File: src/rtl/edge_irq_pkg.sv
package edge_irq_pkg;

    // Per-pin transition selection; bit 0 = rising, bit 1 = falling
    typedef enum logic [1:0] {
        TRIG_OFF  = 2'd0,
        TRIG_RISE = 2'd1,
        TRIG_FALL = 2'd2,
        TRIG_BOTH = 2'd3
    } trig_e;

    localparam int unsigned STAT_BASE  = 32'h080;
    localparam int unsigned MSET_BASE  = 32'h0A0;
    localparam int unsigned MCLR_BASE  = 32'h0C0;
    localparam int unsigned CTRL_BASE  = 32'h100;
    localparam int unsigned REG_STRIDE = 4;
    localparam int unsigned TRIG_LSB   = 3;
    localparam int unsigned TRIG_W     = 2;

endpackage

File: src/rtl/edge_irq_sync.sv
module edge_irq_sync #(
    parameter int unsigned W = 32
) (
    input  logic         clk,
    input  logic         rst_n,
    input  logic [W-1:0] pin_i,
    output logic [W-1:0] rise_o,
    output logic [W-1:0] fall_o
);

    typedef struct packed {
        logic [W-1:0] meta;
        logic [W-1:0] stable;
        logic [W-1:0] prev;
    } sync_t;

    sync_t st_d, st_q;

    always_comb begin
        st_d.meta   = pin_i;
        st_d.stable = st_q.meta;
        st_d.prev   = st_q.stable;
    end

    always_ff @(posedge clk or negedge rst_n) begin
        if (!rst_n) st_q <= '0;
        else        st_q <= st_d;
    end

    assign rise_o = st_q.stable & ~st_q.prev;
    assign fall_o = ~st_q.stable & st_q.prev;

endmodule

File: src/rtl/edge_irq_cfg.sv
module edge_irq_cfg
    import edge_irq_pkg::*;
#(
    parameter int unsigned NPINS  = 64,
    parameter int unsigned ADDR_W = 12
) (
    input  logic                  clk,
    input  logic                  rst_n,
    input  logic                  wr_en,
    input  logic [ADDR_W-1:0]     wr_addr,
    input  logic [TRIG_W-1:0]     wr_code,
    output logic [TRIG_W*NPINS-1:0] trig_o
);

    typedef struct packed {
        logic [NPINS-1:0][TRIG_W-1:0] code;
    } cfg_t;

    cfg_t cfg_d, cfg_q;

    always_comb begin
        cfg_d = cfg_q;
        for (int p = 0; p < NPINS; p++) begin
            if (wr_en && wr_addr == ADDR_W'(CTRL_BASE + REG_STRIDE * p))
                cfg_d.code[p] = wr_code;
        end
    end

    always_ff @(posedge clk or negedge rst_n) begin
        if (!rst_n) cfg_q <= '0;
        else        cfg_q <= cfg_d;
    end

    assign trig_o = cfg_q.code;

endmodule

File: src/rtl/edge_irq_slice.sv
module edge_irq_slice
    import edge_irq_pkg::*;
#(
    parameter int unsigned PW = 32
) (
    input  logic               clk,
    input  logic               rst_n,
    input  logic [PW-1:0]      rise_i,
    input  logic [PW-1:0]      fall_i,
    input  logic [TRIG_W*PW-1:0] trig_i,
    input  logic               ack_we,
    input  logic               mask_we,
    input  logic               unmask_we,
    input  logic [PW-1:0]      wr_bits,
    output logic [PW-1:0]      status_o,
    output logic [PW-1:0]      mask_o,
    output logic               irq_o
);

    typedef struct packed {
        logic [PW-1:0] status;
        logic [PW-1:0] mask;
    } slice_t;

    slice_t st_d, st_q;
    logic [PW-1:0] evt;

    always_comb begin
        for (int i = 0; i < PW; i++) begin
            unique case (trig_e'(trig_i[TRIG_W*i +: TRIG_W]))
                TRIG_RISE: evt[i] = rise_i[i];
                TRIG_FALL: evt[i] = fall_i[i];
                TRIG_BOTH: evt[i] = rise_i[i] | fall_i[i];
                default:   evt[i] = 1'b0;
            endcase
        end
    end

    always_comb begin
        st_d = st_q;
        // a fresh event wins over a simultaneous clear
        st_d.status = (st_q.status & ~(ack_we ? wr_bits : '0)) | evt;
        if (mask_we)
            st_d.mask = st_q.mask | wr_bits;
        else if (unmask_we)
            st_d.mask = st_q.mask & ~wr_bits;
    end

    always_ff @(posedge clk or negedge rst_n) begin
        if (!rst_n) begin
            st_q.status <= '0;
            st_q.mask   <= '1;
        end else begin
            st_q <= st_d;
        end
    end

    assign status_o = st_q.status;
    assign mask_o   = st_q.mask;
    assign irq_o    = |(st_q.status & ~st_q.mask);

endmodule

File: src/rtl/edge_irq_ctrl.sv
module edge_irq_ctrl
    import edge_irq_pkg::*;
#(
    parameter int unsigned NUM_BANKS = 2,
    parameter int unsigned BANK_PINS = 32,
    parameter int unsigned ADDR_W    = 12,
    parameter int unsigned DATA_W    = 32
) (
    input  logic                           clk,
    input  logic                           rst_n,
    input  logic [NUM_BANKS*BANK_PINS-1:0] pins_i,
    input  logic                           wr_en,
    input  logic [ADDR_W-1:0]              wr_addr,
    input  logic [DATA_W-1:0]              wr_data,
    input  logic [ADDR_W-1:0]              rd_addr,
    output logic [DATA_W-1:0]              rd_data,
    output logic [NUM_BANKS-1:0]           irq_o
);

    localparam int unsigned NPINS = NUM_BANKS * BANK_PINS;

    logic [NPINS-1:0]        rise_all, fall_all;
    logic [TRIG_W*NPINS-1:0] trig_all;
    logic [NPINS-1:0]        status_all, mask_all;

    edge_irq_sync #(.W(NPINS)) u_sync (
        .clk    (clk),
        .rst_n  (rst_n),
        .pin_i  (pins_i),
        .rise_o (rise_all),
        .fall_o (fall_all)
    );

    edge_irq_cfg #(.NPINS(NPINS), .ADDR_W(ADDR_W)) u_cfg (
        .clk     (clk),
        .rst_n   (rst_n),
        .wr_en   (wr_en),
        .wr_addr (wr_addr),
        .wr_code (wr_data[TRIG_LSB +: TRIG_W]),
        .trig_o  (trig_all)
    );

    for (genvar b = 0; b < NUM_BANKS; b++) begin : g_bank
        localparam logic [ADDR_W-1:0] A_STAT = ADDR_W'(STAT_BASE + REG_STRIDE * b);
        localparam logic [ADDR_W-1:0] A_MSET = ADDR_W'(MSET_BASE + REG_STRIDE * b);
        localparam logic [ADDR_W-1:0] A_MCLR = ADDR_W'(MCLR_BASE + REG_STRIDE * b);

        edge_irq_slice #(.PW(BANK_PINS)) u_slice (
            .clk       (clk),
            .rst_n     (rst_n),
            .rise_i    (rise_all[b*BANK_PINS +: BANK_PINS]),
            .fall_i    (fall_all[b*BANK_PINS +: BANK_PINS]),
            .trig_i    (trig_all[TRIG_W*b*BANK_PINS +: TRIG_W*BANK_PINS]),
            .ack_we    (wr_en && wr_addr == A_STAT),
            .mask_we   (wr_en && wr_addr == A_MSET),
            .unmask_we (wr_en && wr_addr == A_MCLR),
            .wr_bits   (wr_data[BANK_PINS-1:0]),
            .status_o  (status_all[b*BANK_PINS +: BANK_PINS]),
            .mask_o    (mask_all[b*BANK_PINS +: BANK_PINS]),
            .irq_o     (irq_o[b])
        );
    end

    always_comb begin
        rd_data = '0;
        for (int b = 0; b < NUM_BANKS; b++) begin
            if (rd_addr == ADDR_W'(STAT_BASE + REG_STRIDE * b))
                rd_data = DATA_W'(status_all[b*BANK_PINS +: BANK_PINS]);
            if (rd_addr == ADDR_W'(MSET_BASE + REG_STRIDE * b))
                rd_data = DATA_W'(mask_all[b*BANK_PINS +: BANK_PINS]);
        end
        for (int p = 0; p < NPINS; p++) begin
            if (rd_addr == ADDR_W'(CTRL_BASE + REG_STRIDE * p))
                rd_data[TRIG_LSB +: TRIG_W] = trig_all[TRIG_W*p +: TRIG_W];
        end
    end

endmodule

File: config.mk
export PLATFORM = sky130hd
export DESIGN_NAME = edge_irq_ctrl
export DESIGN_NICKNAME = d
export VERILOG_FILES = /design/src/rtl/edge_irq_pkg.sv /design/src/rtl/edge_irq_sync.sv /design/src/rtl/edge_irq_cfg.sv /design/src/rtl/edge_irq_slice.sv /design/src/rtl/edge_irq_ctrl.sv
export SDC_FILE = /design/constraint.sdc
export NUM_CORES = 1
export LEC_CHECK = 0
export BUFFER_PORTS_ARGS = -buffer_cell sky130_fd_sc_hd__buf_2
export CORE_UTILIZATION = 45
export DETAILED_ROUTE_END_ITERATION = 7
export SLEW_MARGIN = 40
export SYNTH_ARGS = -nofsm -noshare
export SYNTH_HDL_FRONTEND = slang
export SYNTH_HIERARCHICAL = 1
export SYNTH_SLANG_ARGS = --single-unit
File: constraint.sdc
create_clock -name clk -period 4.3 [get_ports clk]
set_input_delay 0.86 -clock clk [delete_from_list [all_inputs] [get_ports clk]]
set_output_delay 0.86 -clock clk [all_outputs]
set_load 0.05 [all_outputs]
==> flow_summary.yaml, run 1 <==
floorplan:
  core_area_um2: 43550
  start_util_pct: 46.04
  die_h_um: 213.1
  rows: 76
  io_pins: 157
  die_area_um2: 45410
  die_w_um: 213.1
logic_synthesis:
  yosysTopAreaCellShare_pct: 47.92
  async_reset_ff_share_pct: 100.0
  synthDistinctLibCells: 72
  synth_enable_flop_cells: 0
  synth_area_leaders: "dfrtp_1 (48%), dfstp_2 (8.4%), mux2_2 (7.5%)"
  ys_warn_count: 6
  postSynthCellCount: 1753
  synthesis.nets: 1876
  ys_seq_elements: 448
  yosys.area.top_type: "dfrtp_1"
  syn_area_um2: 20050
  ys.flop_type: "dfrtp_1"
  syn_avg_cell_area_um2: 11.44
  ys_seq_area_share_pct: 56.30
setup_path:
  r2r_slack_ns: 3.13
  cp.required_ns: 3.44
  crit_type: "primary input to output port"
  start_kind: "primary input"
  crit_start: "rd_addr[6]"
  crit_fanout: 18
  rr_startpoint: "u_sync/st_d[33]"
  crit_arrival_ns: 3.38
  critPathCaptureType: "output port"
cts:
  insertion_delay_ns: 0.60
  cts_buffer_depth: 3
  cts_max_level: 2
  numCtsBuffers: 48
  cts_hold_buf: 0
  clock-sinks: 448
  clk_pin_slew_ns: 0.06
  root_buffer: "clkbuf_16"
  cts_tree: "built"
cells_and_area:
  finalInstanceArea_um2: 23810
  layout-drive-gt1-share_pct: 34.52
  nets: 2074
  layout_common_cells: "dfrtp_1 (384), nand2_1 (196), buf_2 (146), mux2_2 (134), inv_1 (129)"
  syn_to_final_growth_pct: 18.75
  num_antenna_cells: 0
  layout_commonest_cell: "dfrtp_1"
timing:
  setup_tns_ns: 0
  final_hold_viol_count: 0
  setup_viol: 0
  fin_crit_ns: 4.238
  rsz0062_at_grt: "false"
  fmax_mhz: 236.0
  tightest_slew_ns: 0.8538
  slew_headroom_pct: 43.08
  finalCritPeriodShare_pct: 98.55
  skew_ns: 0.02416
  slew_violations: 0
drt:
  antenna_left: 0
  via_count: 15530
  drt-wirelength-per-cell_um: 28.41
  drc: 0
  routed_wirelength_um: 73150
  dr.first_iter.drc_count: 1913
  viasPerCell: 6.032
  dr.pass1.iters: 8
power_and_ir_drop:
  power_w: 0.009460
  power.combinational.fraction_pct: 7.5
  swShare_pct: 24.36
  powerDensity_nw_per_um2: 397.3
  p_int_w: 0.007156
  seq_power_share_pct: 47.2
  power.share.clock_pct: 45.3
  leakagePower_nw: 11.03
  ir_drop_mv: 0.3725
  p_switching_w: 0.002304
placed_design:
  dpl_cell_area_um2: 22120
  dp_hpwl_um: 54110
  gp_congestion: 0.9837
  io_buffer_count: 156
grt:
  met1_usage_pct: 45.81
  grt_max_degree: 70
  globalRoute.busiestLayer: "met2"
  grt_pass1_wl_um: 105100
  grt_use_total_pct: 32.58
  grt_antenna_before_repair: 0
  grtUsageMet2_pct: 50.65
  met3_usage_pct: 4.633
  overflow: 0
  grt_pass1_vias: 15460
job:
  cap_violations: 0
hold_path:
  hold_class: "primary input to asynchronous set/reset pin"
outcome:
  status: "completed"
==> cells by family (layout without fill, tap and decap cells) <==
| kind of cell | after synthesis | count (layout) | synth area share, % |
|---|---|---|---|
| buf+inv | 221 | 458 | 4.630 |
| xor+xnor | 1 | 1 | 0.04368 |
| simple gates | 569 | 569 | 16.41 |
| compound gates | 365 | 365 | 14.08 |
| flops | 448 | 448 | 56.30 |
| mux | 149 | 149 | 8.529 |
==> power groups by stage <==
stage	Sequential, W	Combinational [W]	Clock, W
4_1_cts	0.00446	0.000707	0.00438
3_5_place_dp	0.00453	0.000704	0
3_3_place_gp	0.00453	0.000693	0
5_1_grt	0.00448	0.000758	0.00454
6_report	0.00447	0.000707	0.00429
2_1_floorplan	0.00448	0.000332	0
==> layout make-up <==
cell class / instances / area (µm²)
clock buffers: 68 / 1416
repair buffers: 238 / 1737
fillers: 3883 / 19740
multi-input cells: 1084 / 7890
clock inverters: 21 / 251.5
flip-flops and latches: 448 / 11290
inverters: 131 / 495.5
well taps: 585 / 732.0
==> cells in the mapped netlist, drive strengths merged (7+ instances only) <==
| master | instances |
|---|---|
| o22ai | 42 |
| nand2 | 196 |
| and2b | 128 |
| nor3 | 20 |
| a22oi | 24 |
| nor4bb | 7 |
| buf | 39 |
| a211oi | 9 |
| nor4b | 7 |
| inv | 129 |
| mux2i | 10 |
| o21ai | 35 |
| mux2 | 135 |
| clkbuf | 51 |
| a22o | 66 |
| nand2b | 7 |
| nor2b | 13 |
| a222oi | 84 |
| nor4 | 15 |
| and3 | 14 |
| nor2 | 90 |
| dfstp | 64 |
| dfrtp | 384 |
| nand3 | 25 |
| a21oi | 50 |
==> metal layers <==
metal	vias to the layer above	part of all wire (%)
li1	6726	-
met1	8064	44
met2	629	46
met3	113	6.4
met4	0	4.0
met5	-	0
==> per-stage QoR <==
stage / hold WS (ns) / setup slack [ns] / instances / util, %
2_1_floorplan: 0.3312 / 0.1413 / 1753 / -
3_3_place_gp: 0.3316 / 0.05048 / 2485 / 50.72
3_5_place_dp: 0.3347 / 0.04043 / 2486 / 50.79
4_1_cts: 0.1914 / 0.03699 / 2575 / 54.62
5_1_grt: 0.2094 / 0.009060 / 2575 / 54.68
6_report: 0.1986 / 0.06218 / 2575 / 54.68
==> critical path, cell delays in order <==
cell and delay [ns]:
buf_2 0.21, buf_4 0.20, nor4b_2 0.61, a31oi_1 0.17, o31a_1 0.30, o22ai_1 0.31, o21ai_1 0.15, o32ai_2 0.27
buf_4 0.17, buf_12 0.13
==> repair_timing <==
| item | 4_1_cts | 5_1_grt |
|---|---|---|
| buffers inserted | 0 | 0 |
| endpoints found under the setup margin | 0 | 1 |
| gates resized for setup | 0 | 8 |
==> final timing paths <==
check / cells after the start / endpoint
worst max-delay path: 10 / rd_data[4]
worst min register to register: 0 / u_sync/st_d[58]
min in group clk: 0 / u_sync/st_d[58]
worst max register to register: 3 / g_bank[1].u_slice/status_o[1]
max in group asynchronous: 3 / asynchronous set/reset pin
worst min-delay path: 1 / u_sync/st_d[99]
(Power assumes the default switching activity.)
==> inputs of run 2 (changes only) <==
--- a/config.mk
+++ b/config.mk
@@ -5,11 +5,12 @@
 export SDC_FILE = /design/constraint.sdc
 export NUM_CORES = 1
 export LEC_CHECK = 0
-export BUFFER_PORTS_ARGS = -buffer_cell sky130_fd_sc_hd__buf_2
 export CORE_UTILIZATION = 45
 export DETAILED_ROUTE_END_ITERATION = 7
+export DONT_BUFFER_PORTS = 1
 export SLEW_MARGIN = 40
 export SYNTH_ARGS = -nofsm -noshare
 export SYNTH_HDL_FRONTEND = slang
 export SYNTH_HIERARCHICAL = 1
 export SYNTH_SLANG_ARGS = --single-unit
+export TNS_END_PERCENT = 30
==> run 2 against run 1 <==
Compared with the run above:
- critical path depth is 2 lower
- core utilization is 2.3 points lower
- via count is 4.3% lower
- die area stayed put
- routed wire length is 3.5% lower
- worst setup slack better by 0.10 ns
- largest cell class unchanged
==> flow_summary.yaml, run 2 (same netlist as run 1, synthesis figures left out) <==
outcome:
  status: "completed"
floorplan:
  start_util_pct: 46.04
  die_area_um2: 45410
  io_pins: 157
  die_h_um: 213.1
  die_w_um: 213.1
  core_area_um2: 43550
  rows: 76
setup_path:
  cp.required_ns: 3.44
  crit_arrival_ns: 3.28
  cp_slowest_cell: "or4_4"
  critPathCaptureType: "output port"
  crit_type: "primary input to output port"
  cpPeakStageDelay_ns: 0.60
  crit_path_frequent_cell: "o32ai_2"
  start_kind: "primary input"
  crit_buf_inv: 1
  path_cells: "or4_4 > or3_1 > o32ai_2 > a311oi_1 > nand4_1 > o21ai_1 > o32ai_2 > buf_12"
  crit_fanout: 10
  critPathTopFamily: "simple AND/OR/NAND/NOR gates"
timing:
  final_hold_viol_count: 0
  fin_crit_ns: 4.137
  rsz0062_at_grt: "false"
  tightest_slew_ns: 1.304
  finalCritPeriodShare_pct: 96.20
  slew_violations: 0
  skew_ns: 0.01706
  fmax_mhz: 241.7
  slew_headroom_pct: 13.07
  setup_viol: 0
cts:
  cts_buffer_depth: 3
  insertion_delay_ns: 0.60
  numCtsBuffers: 48
  root_buffer: "clkbuf_16"
  clk_pin_slew_ns: 0.06
  clock-sinks: 448
  cts_tree: "built"
  cts_max_level: 2
drt:
  drt-wirelength-per-cell_um: 29.26
  dr.first_iter.drc_count: 1755
  via_count: 14860
  drc: 0
  routed_wirelength_um: 70570
  antenna_left: 0
  dr.pass1.iters: 8
  viasPerCell: 6.161
cells_and_area:
  layout-drive-gt1-share_pct: 28.13
  syn_to_final_growth_pct: 13.66
  postLayoutCoreUtil_pct: 52.34
  nets: 1912
  layout_commonest_cell: "dfrtp_1"
  layout_common_cells: "dfrtp_1 (384), nand2_1 (196), mux2_2 (134), inv_1 (129), and2b_2 (128)"
  num_antenna_cells: 0
grt:
  grt_pass1_vias: 14710
  grt_use_total_pct: 31.37
  grt_antenna_before_repair: 1
  overflow: 0
  grt_max_degree: 449
  grt_pass1_wl_um: 101000
power_and_ir_drop:
  ir_drop_mv: 0.3410
  power_w: 0.009081
  leakagePower_nw: 10.28
  powerDensity_nw_per_um2: 398.4
placed_design:
  gp_congestion: 1.004
  io_buffer_count: 0
  dp_hpwl_um: 50160
job:
  cap_violations: 0
hold_path:
  hold_class: "primary input to asynchronous set/reset pin"
## run 2: report_power, final
part	switching, W	internal, W	leakage, nW
combinational	0.000261	0.000175	3.91
clock	0.00174	0.00244	0.798
sequential	0.000111	0.00436	5.57
total	0.00211	0.00697	10.3
## run 2: cell type report
class                   count  area, µm²
multi-input cells        1084       7869
well taps                 585      732.0
clock inverters            16      187.7
flip-flops and latches    448      11290
fillers                  3847      20760
inverters                 131      491.7
clock buffers              72       1431
repair buffers             76      790.8
## run 2: path summary, 6_finish.rpt
check,start,end,slack [ns],depth (start not counted)
hold / removal,rst_n,u_cfg/trig_o[112],0.06,0
hold reg to reg,u_sync/st_d[123],u_sync/st_d[59],0.34,0
setup / recovery,rd_addr[1],rd_data[4],0.16,8
setup reg to reg,u_sync/st_d[3],g_bank[0].u_slice/status_o[3],3.16,3
min in group clk,pins_i[52],u_sync/st_d[116],0.28,0
max in group asynchronous,rst_n,u_cfg/trig_o[61],3.28,0
## run 2: metrics by stage
stage | setup WS (ns) | cells | hold slack [ns] | setup TNS (ns) | cell area (µm²)
CTS | 0.1595 | 2411 | -0.05651 | 0 | 22770
floorplan | -0.01688 | 1753 | 0.3312 | -0.01688 | 20060
finish | 0.1634 | 2412 | 0.05540 | 0 | 22790
global placement | 0.1675 | 2323 | 0.3315 | 0 | 21150
global route | 0.02883 | 2412 | 0.02129 | 0 | 22790
detailed placement | 0.1612 | 2323 | 0.3347 | 0 | 21150
## run 2: metal layers
metal  routed length [µm]  global-route usage (%)  share of wire (%)  vias to the layer above
li1                     -                       -                  -                     6401
met1                30480                   42.65                 43                     7750
met2                32310                   48.58                 46                      602
met3                 5534                   7.854                7.8                      106
met4                 2230                   11.19                3.2                        2
met5                   17                       0              0.024                        -
## run 2: worst reg2reg max path: stages (launching register included)
cell and delay [ns]:
dfrtp_1 0.39, and2b_2 0.19, a222oi_1 0.34, inv_1 0.09
## run 2: timing repair
| action | 4_1_cts | 5_1_grt |
|---|---|---|
| endpoints found under the hold margin | 272 | 105 |
| gates resized for setup | 0 | 0 |
| setup buffers | 0 | 0 |
